==> config.mk <==
export PLATFORM = sky130hd
export DESIGN_NAME = station_addr_bank
export DESIGN_NICKNAME = d
export VERILOG_FILES = /design/src/rtl/sab_pkg.sv /design/src/rtl/sab_lock_fsm.sv /design/src/rtl/sab_addr_store.sv /design/src/rtl/station_addr_bank.sv
export SDC_FILE = /design/constraint.sdc
export NUM_CORES = 1
export LEC_CHECK = 0
export CAP_MARGIN = 40
export CORE_ASPECT_RATIO = 1.2
export CORE_MARGIN = 2
export CORE_UTILIZATION = 40
export DETAILED_ROUTE_END_ITERATION = 6
export PLACE_DENSITY = 0.72
export SETUP_SLACK_MARGIN = 0.05
export SLEW_MARGIN = 5
export SYNTH_ARGS = -nofsm -noshare
export SYNTH_HDL_FRONTEND = slang
export SYNTH_SLANG_ARGS = --single-unit
==> constraint.sdc <==
create_clock -name clk -period 1.92 [get_ports clk]
set_clock_uncertainty 0.15 [all_clocks]
set_input_delay 0.384 -clock clk [delete_from_list [all_inputs] [get_ports clk]]
set_output_delay 0.384 -clock clk [all_outputs]
set_load 0.005 [all_outputs]
==> src/rtl/sab_pkg.sv <==
package sab_pkg;
    typedef enum logic [1:0] {
        ST_LOCKED = 2'd0,
        ST_OPEN   = 2'd1,
        ST_NOTIFY = 2'd2
    } sab_state_e;

    localparam logic [1:0] MODE_UNLOCK = 2'b11;
endpackage

==> src/rtl/sab_lock_fsm.sv <==
module sab_lock_fsm
    import sab_pkg::*;
(
    input  logic       clk,
    input  logic       rst_n,
    input  logic       cmd_wr,
    input  logic [1:0] cmd_mode,
    input  logic       dirty,
    output logic       open,
    output logic       notify
);
    sab_state_e state_q, state_d;
    logic       unlock_req;

    assign unlock_req = cmd_wr && (cmd_mode == MODE_UNLOCK);

    always_ff @(posedge clk or negedge rst_n) begin
        if (!rst_n) state_q <= ST_LOCKED;
        else        state_q <= state_d;
    end

    always_comb begin
        state_d = state_q;
        unique case (state_q)
            ST_LOCKED: if (unlock_req) state_d = ST_OPEN;
            ST_OPEN: begin
                if (cmd_wr && !unlock_req) state_d = dirty ? ST_NOTIFY : ST_LOCKED;
            end
            ST_NOTIFY: state_d = unlock_req ? ST_OPEN : ST_LOCKED;
            default:   state_d = ST_LOCKED;
        endcase
    end

    always_comb begin
        open   = 1'b0;
        notify = 1'b0;
        unique case (state_q)
            ST_LOCKED: ;
            ST_OPEN:   open   = 1'b1;
            ST_NOTIFY: notify = 1'b1;
            default:   ;
        endcase
    end

    AST_NOTIFY_ONLY_FROM_OPEN: assert property (@(posedge clk) disable iff (!rst_n)
        notify |-> $past(open));
endmodule

==> src/rtl/sab_addr_store.sv <==
module sab_addr_store #(
    parameter int          NBYTES       = 6,
    parameter logic [NBYTES*8-1:0] DEFAULT_ADDR = '0,
    localparam int         IW           = $clog2(NBYTES + 1)
) (
    input  logic                clk,
    input  logic                rst_n,
    input  logic                wr_en,
    input  logic [IW-1:0]       wr_idx,
    input  logic [7:0]          wr_data,
    input  logic                open,
    input  logic                notify,
    output logic [NBYTES*8-1:0] bytes_flat,
    output logic                dirty
);
    logic [NBYTES-1:0] changed_vec;

    for (genvar i = 0; i < NBYTES; i++) begin : g_byte
        logic       hit;
        logic [7:0] byte_q;

        assign hit            = wr_en && open && (wr_idx == IW'(i));
        assign changed_vec[i] = hit && (wr_data != byte_q);
        assign bytes_flat[i*8 +: 8] = byte_q;

        always_ff @(posedge clk or negedge rst_n) begin
            if (!rst_n)   byte_q <= DEFAULT_ADDR[i*8 +: 8];
            else if (hit) byte_q <= wr_data;
        end
    end

    always_ff @(posedge clk or negedge rst_n) begin
        if (!rst_n)              dirty <= 1'b0;
        else if (notify)         dirty <= 1'b0;
        else if (|changed_vec)   dirty <= 1'b1;
    end

    AST_LOCKED_HOLDS: assert property (@(posedge clk) disable iff (!rst_n)
        !open |=> $stable(bytes_flat));
    AST_DIRTY_CLEARS: assert property (@(posedge clk) disable iff (!rst_n)
        notify |=> !dirty);
endmodule

==> src/rtl/station_addr_bank.sv <==
module station_addr_bank
    import sab_pkg::*;
#(
    parameter int                  NBYTES       = 6,
    parameter logic [NBYTES*8-1:0] DEFAULT_ADDR = 48'h0A1B2C3D4E5F,
    localparam int                 AW           = $clog2(NBYTES + 1),
    localparam int                 CMD_OFS      = NBYTES
) (
    input  logic                clk,
    input  logic                rst_n,
    input  logic                wr_en,
    input  logic [AW-1:0]       addr,
    input  logic [7:0]          wr_data,
    output logic [7:0]          rd_data,
    output logic [NBYTES*8-1:0] station_addr,
    output logic                addr_changed,
    output logic                match_hold
);
    logic       cmd_wr;
    logic       byte_wr;
    logic [1:0] mode_q;
    logic       open, notify, dirty;

    assign cmd_wr  = wr_en && (addr == AW'(CMD_OFS));
    assign byte_wr = wr_en && (addr <  AW'(NBYTES));

    always_ff @(posedge clk or negedge rst_n) begin
        if (!rst_n)      mode_q <= 2'b00;
        else if (cmd_wr) mode_q <= wr_data[7:6];
    end

    sab_lock_fsm u_fsm (
        .clk      (clk),
        .rst_n    (rst_n),
        .cmd_wr   (cmd_wr),
        .cmd_mode (wr_data[7:6]),
        .dirty    (dirty),
        .open     (open),
        .notify   (notify)
    );

    sab_addr_store #(
        .NBYTES       (NBYTES),
        .DEFAULT_ADDR (DEFAULT_ADDR)
    ) u_store (
        .clk        (clk),
        .rst_n      (rst_n),
        .wr_en      (byte_wr),
        .wr_idx     (addr),
        .wr_data    (wr_data),
        .open       (open),
        .notify     (notify),
        .bytes_flat (station_addr),
        .dirty      (dirty)
    );

    always_comb begin
        rd_data = 8'h00;
        if (addr < AW'(NBYTES))         rd_data = station_addr[addr*8 +: 8];
        else if (addr == AW'(CMD_OFS))  rd_data = {mode_q, 6'b0};
    end

    assign addr_changed = notify;
    assign match_hold   = open;

    AST_PULSE_SINGLE: assert property (@(posedge clk) disable iff (!rst_n)
        addr_changed |=> !addr_changed);
    AST_HOLD_NEEDS_UNLOCK: assert property (@(posedge clk) disable iff (!rst_n)
        $rose(match_hold) |-> $past(cmd_wr && wr_data[7:6] == MODE_UNLOCK));
    AST_PULSE_AFTER_HOLD: assert property (@(posedge clk) disable iff (!rst_n)
        addr_changed |-> $past(match_hold));
endmodule

==> results of run 1 <==
## worst paths after layout
check                      slack, ns  cells past startpoint                                 endpoint                                    start
setup / recovery               -0.07                      5                               rd_data[2]  u_store.g_byte[3].byte_q[2]$_DFFE_PN1P_
hold / removal                  0.39                      1                    mode_q[1]$_DFFE_PN0P_                    mode_q[1]$_DFFE_PN0P_
setup reg to reg                0.01                      7                u_store.dirty$_DFFE_PN0P_  u_store.g_byte[0].byte_q[5]$_DFFE_PN0P_
hold reg to reg                 0.39                      1                    mode_q[1]$_DFFE_PN0P_                    mode_q[1]$_DFFE_PN0P_
max in group asynchronous       0.88                      3  u_store.g_byte[2].byte_q[4]$_DFFE_PN1P_                                    rst_n
min in group asynchronous       0.43                      3             u_fsm.state_q[1]$_DFFE_PN0P_                                    rst_n
## report_power, final
| part | internal, W | total [W] | switching, W | leakage, nW |
|---|---|---|---|---|
| clock | 0.000327 | 0.000707 | 0.000380 | 0.0542 |
| combinational | 0.00229 | 0.00377 | 0.00148 | 1.91 |
| sequential | 0.00177 | 0.00215 | 0.000379 | 0.611 |
| total | 0.00439 | 0.00663 | 0.00224 | 2.57 |
## layout make-up
| type | count | share of cell area |
|---|---|---|
| sequential | 53 | 0.263 |
| tap | 92 | 0.0223 |
| inverter | 2 | 0.00194 |
| clock inverter | 1 | 0.000971 |
| multi-input combinational | 195 | 0.363 |
| clock buffer | 7 | 0.0187 |
| timing repair buffer | 178 | 0.330 |
## metrics by stage
stage	utilization	power [W]
detailed placement	0.592	0.00558
global placement	0.592	0.00552
floorplan	-	0.00346
global route	0.677	0.00700
finish	0.677	0.00663
CTS	0.635	0.00635
## flip-flops by register name, summed over array words and instances, names as in the netlist
name / count
mode_q: 2
u_fsm.state_q: 2
u_store.dirty: 1
u_store.g_byte.byte_q: 48
## kinds of logic after synthesis
kind of cell           count (synthesis)
multiplexers                          59
flip-flops                            53
AND/OR/NAND/NOR                       50
XOR/XNOR                              48
AO/OA/AOI/OAI                         38
buffers and inverters                 22
## routing by layer
layer	up-vias	part of all wire
li1	1295	-
met1	1453	0.41
met3	18	0.052
met2	106	0.53
met5	-	0
met4	0	0.016
## cells in the mapped netlist, types with 5 or more instances
cell type | count | share of area
sky130_fd_sc_hd__dfstp_2 | 24 | 0.20
sky130_fd_sc_hd__nand2_1 | 16 | 0.019
sky130_fd_sc_hd__o22a_1 | 6 | 0.017
sky130_fd_sc_hd__buf_2 | 11 | 0.018
sky130_fd_sc_hd__nor2_1 | 5 | 0.0060
sky130_fd_sc_hd__mux2_2 | 50 | 0.18
sky130_fd_sc_hd__o22ai_1 | 7 | 0.014
sky130_fd_sc_hd__mux2i_1 | 7 | 0.022
sky130_fd_sc_hd__dfrtp_1 | 29 | 0.23
sky130_fd_sc_hd__nor2b_1 | 6 | 0.012
sky130_fd_sc_hd__a21boi_0 | 5 | 0.012
sky130_fd_sc_hd__a21oi_1 | 9 | 0.014
sky130_fd_sc_hd__xor2_1 | 48 | 0.13
sky130_fd_sc_hd__nor4_1 | 12 | 0.024
sky130_fd_sc_hd__o2bb2ai_1 | 5 | 0.014
## what timing repair did
action                                  CTS  global route
gates resized for setup                 110            55
setup buffers                            17             9
endpoints found under the setup margin   88            50
gates cloned                              2             2
pin swaps                                21            13
hold buffers                              1             0
hold endpoints to repair                 29             0
==> insert_results.sql, run 1 <==
INSERT INTO impl_metrics (metric_group, metric, value, unit) VALUES
('placement', 'dpl_worst_slack', '-0.877', 'ns'),
('global_route', 'global_route.usage.met2', '0.400', ''),
('floorplanning', 'std_cell_rows', '35', ''),
('power_and_ir_drop', 'power.static_leakage', '2.57', 'nW'),
('critical_path', 'worstPathArrival', '1.46', 'ns'),
('finish', 'nFillCells', '556', ''),
('floorplanning', 'ios', '72', ''),
('sta', 'fin_crit_sh', '1.04', ''),
('global_route', 'globalRoute.busiestLayer', 'met2', ''),
('floorplanning', 'die_width', '84.8', 'microns'),
('sta', 'timing.final.crit_period', '1.99', 'ns'),
('logic_synthesis', 'yosys-mux-area-fraction', '0.216', ''),
('global_route', 'number_of_antenna_violations_at_the_first_check_in_global_routing', '0', ''),
('critical_path', 'kind_of_end_point_of_the_critical_path', 'primary output', ''),
('logic_synthesis', 'synth.ff_latch_count', '53', ''),
('logic_synthesis', 'synth_area_in_simple_gates', '0.0935', ''),
('sta', 'worst_max_slew_pin_slew', '0.394', 'ns'),
('sta', 'finalHoldViolations', '0', ''),
('critical_path', 'path_delay_family', 'flip-flops', ''),
('finish', 'nNetsFinal', '449', ''),
('sta', 'timing.hold.ws', '0.386', 'ns'),
('global_route', 'use_met3', '0.0295', ''),
('detailed_routing', 'routed_via_density', '5.44', ''),
('sta', 'grt_setup_unrepaired', 'yes', ''),
('sta', 'drv_slew', '0', ''),
('finish', 'antenna_cells_inserted', '0', ''),
('detailed_routing', 'drt.antenna.violating_nets', '0', ''),
('finish', 'final_layout_size_suffix_gt1_frac', '0.550', ''),
('clock_tree', 'cts.path.max_buffers', '2', ''),
('logic_synthesis', 'mappedNetlistNets', '284', ''),
('floorplanning', 'fp.coreArea', '0.00762', 'sq mm'),
('placement', 'port-buffer-count', '71', ''),
('clock_tree', 'root_buffer', 'sky130_fd_sc_hd__clkbuf_8', ''),
('placement', 'hpwl_after_detailed_placement', '6.84', 'mm'),
('placement', 'placed_cells', '489', ''),
('floorplanning', 'initial_cell_density_of_the_core', '0.411', ''),
('logic_synthesis', 'post_synth.cell_area_avg', '11.6', 'sq um'),
('sta', 'maxSlewHeadroom', '0.735', ''),
('finish', 'areaGrowthSynthToFinish', '64.5', '%'),
('clock_tree', 'clock_transition_time_at_the_flip_flop_clock_pins_of_the_worst_setup_and_hold_paths', '0.10', 'ns'),
('sta', 'fmaxAchievable', '502', 'MHz'),
('global_route', 'grt_pass1_wl', '15.5', 'mm'),
('critical_path', 'cp.required', '1.39', 'ns'),
('run_status', 'run_status', 'finished with violations', ''),
('sta', 'tns', '-0.372', 'ns'),
('clock_tree', 'numClockSinks', '53', ''),
('finish', 'post-route-cell-area', '0.00515', 'sq mm'),
('logic_synthesis', 'yosys_warnings', '0', ''),
('logic_synthesis', 'synth-adder-area-share', '0', ''),
('detailed_routing', 'drt-initial-drc-count', '170', ''),
('global_route', 'grt_start_max_net_pins', '54', ''),
('critical_path', 'crit_slowest_cell', 'sky130_fd_sc_hd__dfstp_2', ''),
('placement', 'gp_routability_congestion', '0.875', ''),
('logic_synthesis', 'async_reset_ff_frac', '1.00', ''),
('critical_path', 'timing_worst_setup_path_type', 'reg -> out', ''),
('clock_tree', 'clock_latency', '0.31', 'ns'),
('critical_path', 'cp_num_buf_inv', '1', ''),
('critical_path', 'crit_path_cell_trace', 'mux2i_1, o22a_1, nand2_1, o2bb2ai_2, buf_2', ''),
('finish', 'final_cell_mix', 'sky130_fd_sc_hd__buf_4 (80), sky130_fd_sc_hd__xor2_1 (47), sky130_fd_sc_hd__mux2_2 (36), sky130_fd_sc_hd__dlygate4sd2_1 (33), sky130_fd_sc_hd__dfrtp_1 (28)', ''),
('logic_synthesis', 'synth_top_family_by_area', 'multiplexers', ''),
('run_status', 'violations_in_the_final_reports', 'negative setup slack', ''),
('detailed_routing', 'drt_pass1_iterations', '4', ''),
('critical_path', 'slowest_delay', '0.55', 'ns'),
('floorplanning', 'die_area', '0.00856', 'sq mm'),
('finish', 'finish.cell_count_without_fillers', '528', ''),
('clock_tree', 'cts_tree', 'yes', ''),
('sta', 'finalWorstSetupSlack', '-0.0724', 'ns'),
('flow_run', 'max_cap_violations', '0', ''),
('logic_synthesis', 'synthCells', '270', ''),
('sta', 'setup_viol_count_final', '8', ''),
('logic_synthesis', 'netlist_cell_types', '34', '');
(Power assumes the default switching activity.)
==> run 2: changes to the inputs <==
--- a/config.mk
+++ b/config.mk
@@ -5,6 +5,7 @@
 export SDC_FILE = /design/constraint.sdc
 export NUM_CORES = 1
 export LEC_CHECK = 0
+export ABC_AREA = 0
 export CAP_MARGIN = 40
 export CORE_ASPECT_RATIO = 1.2
 export CORE_MARGIN = 2
==> results of run 2 <==
No change in the layout: final DEF, timing and power equal those of run 1.
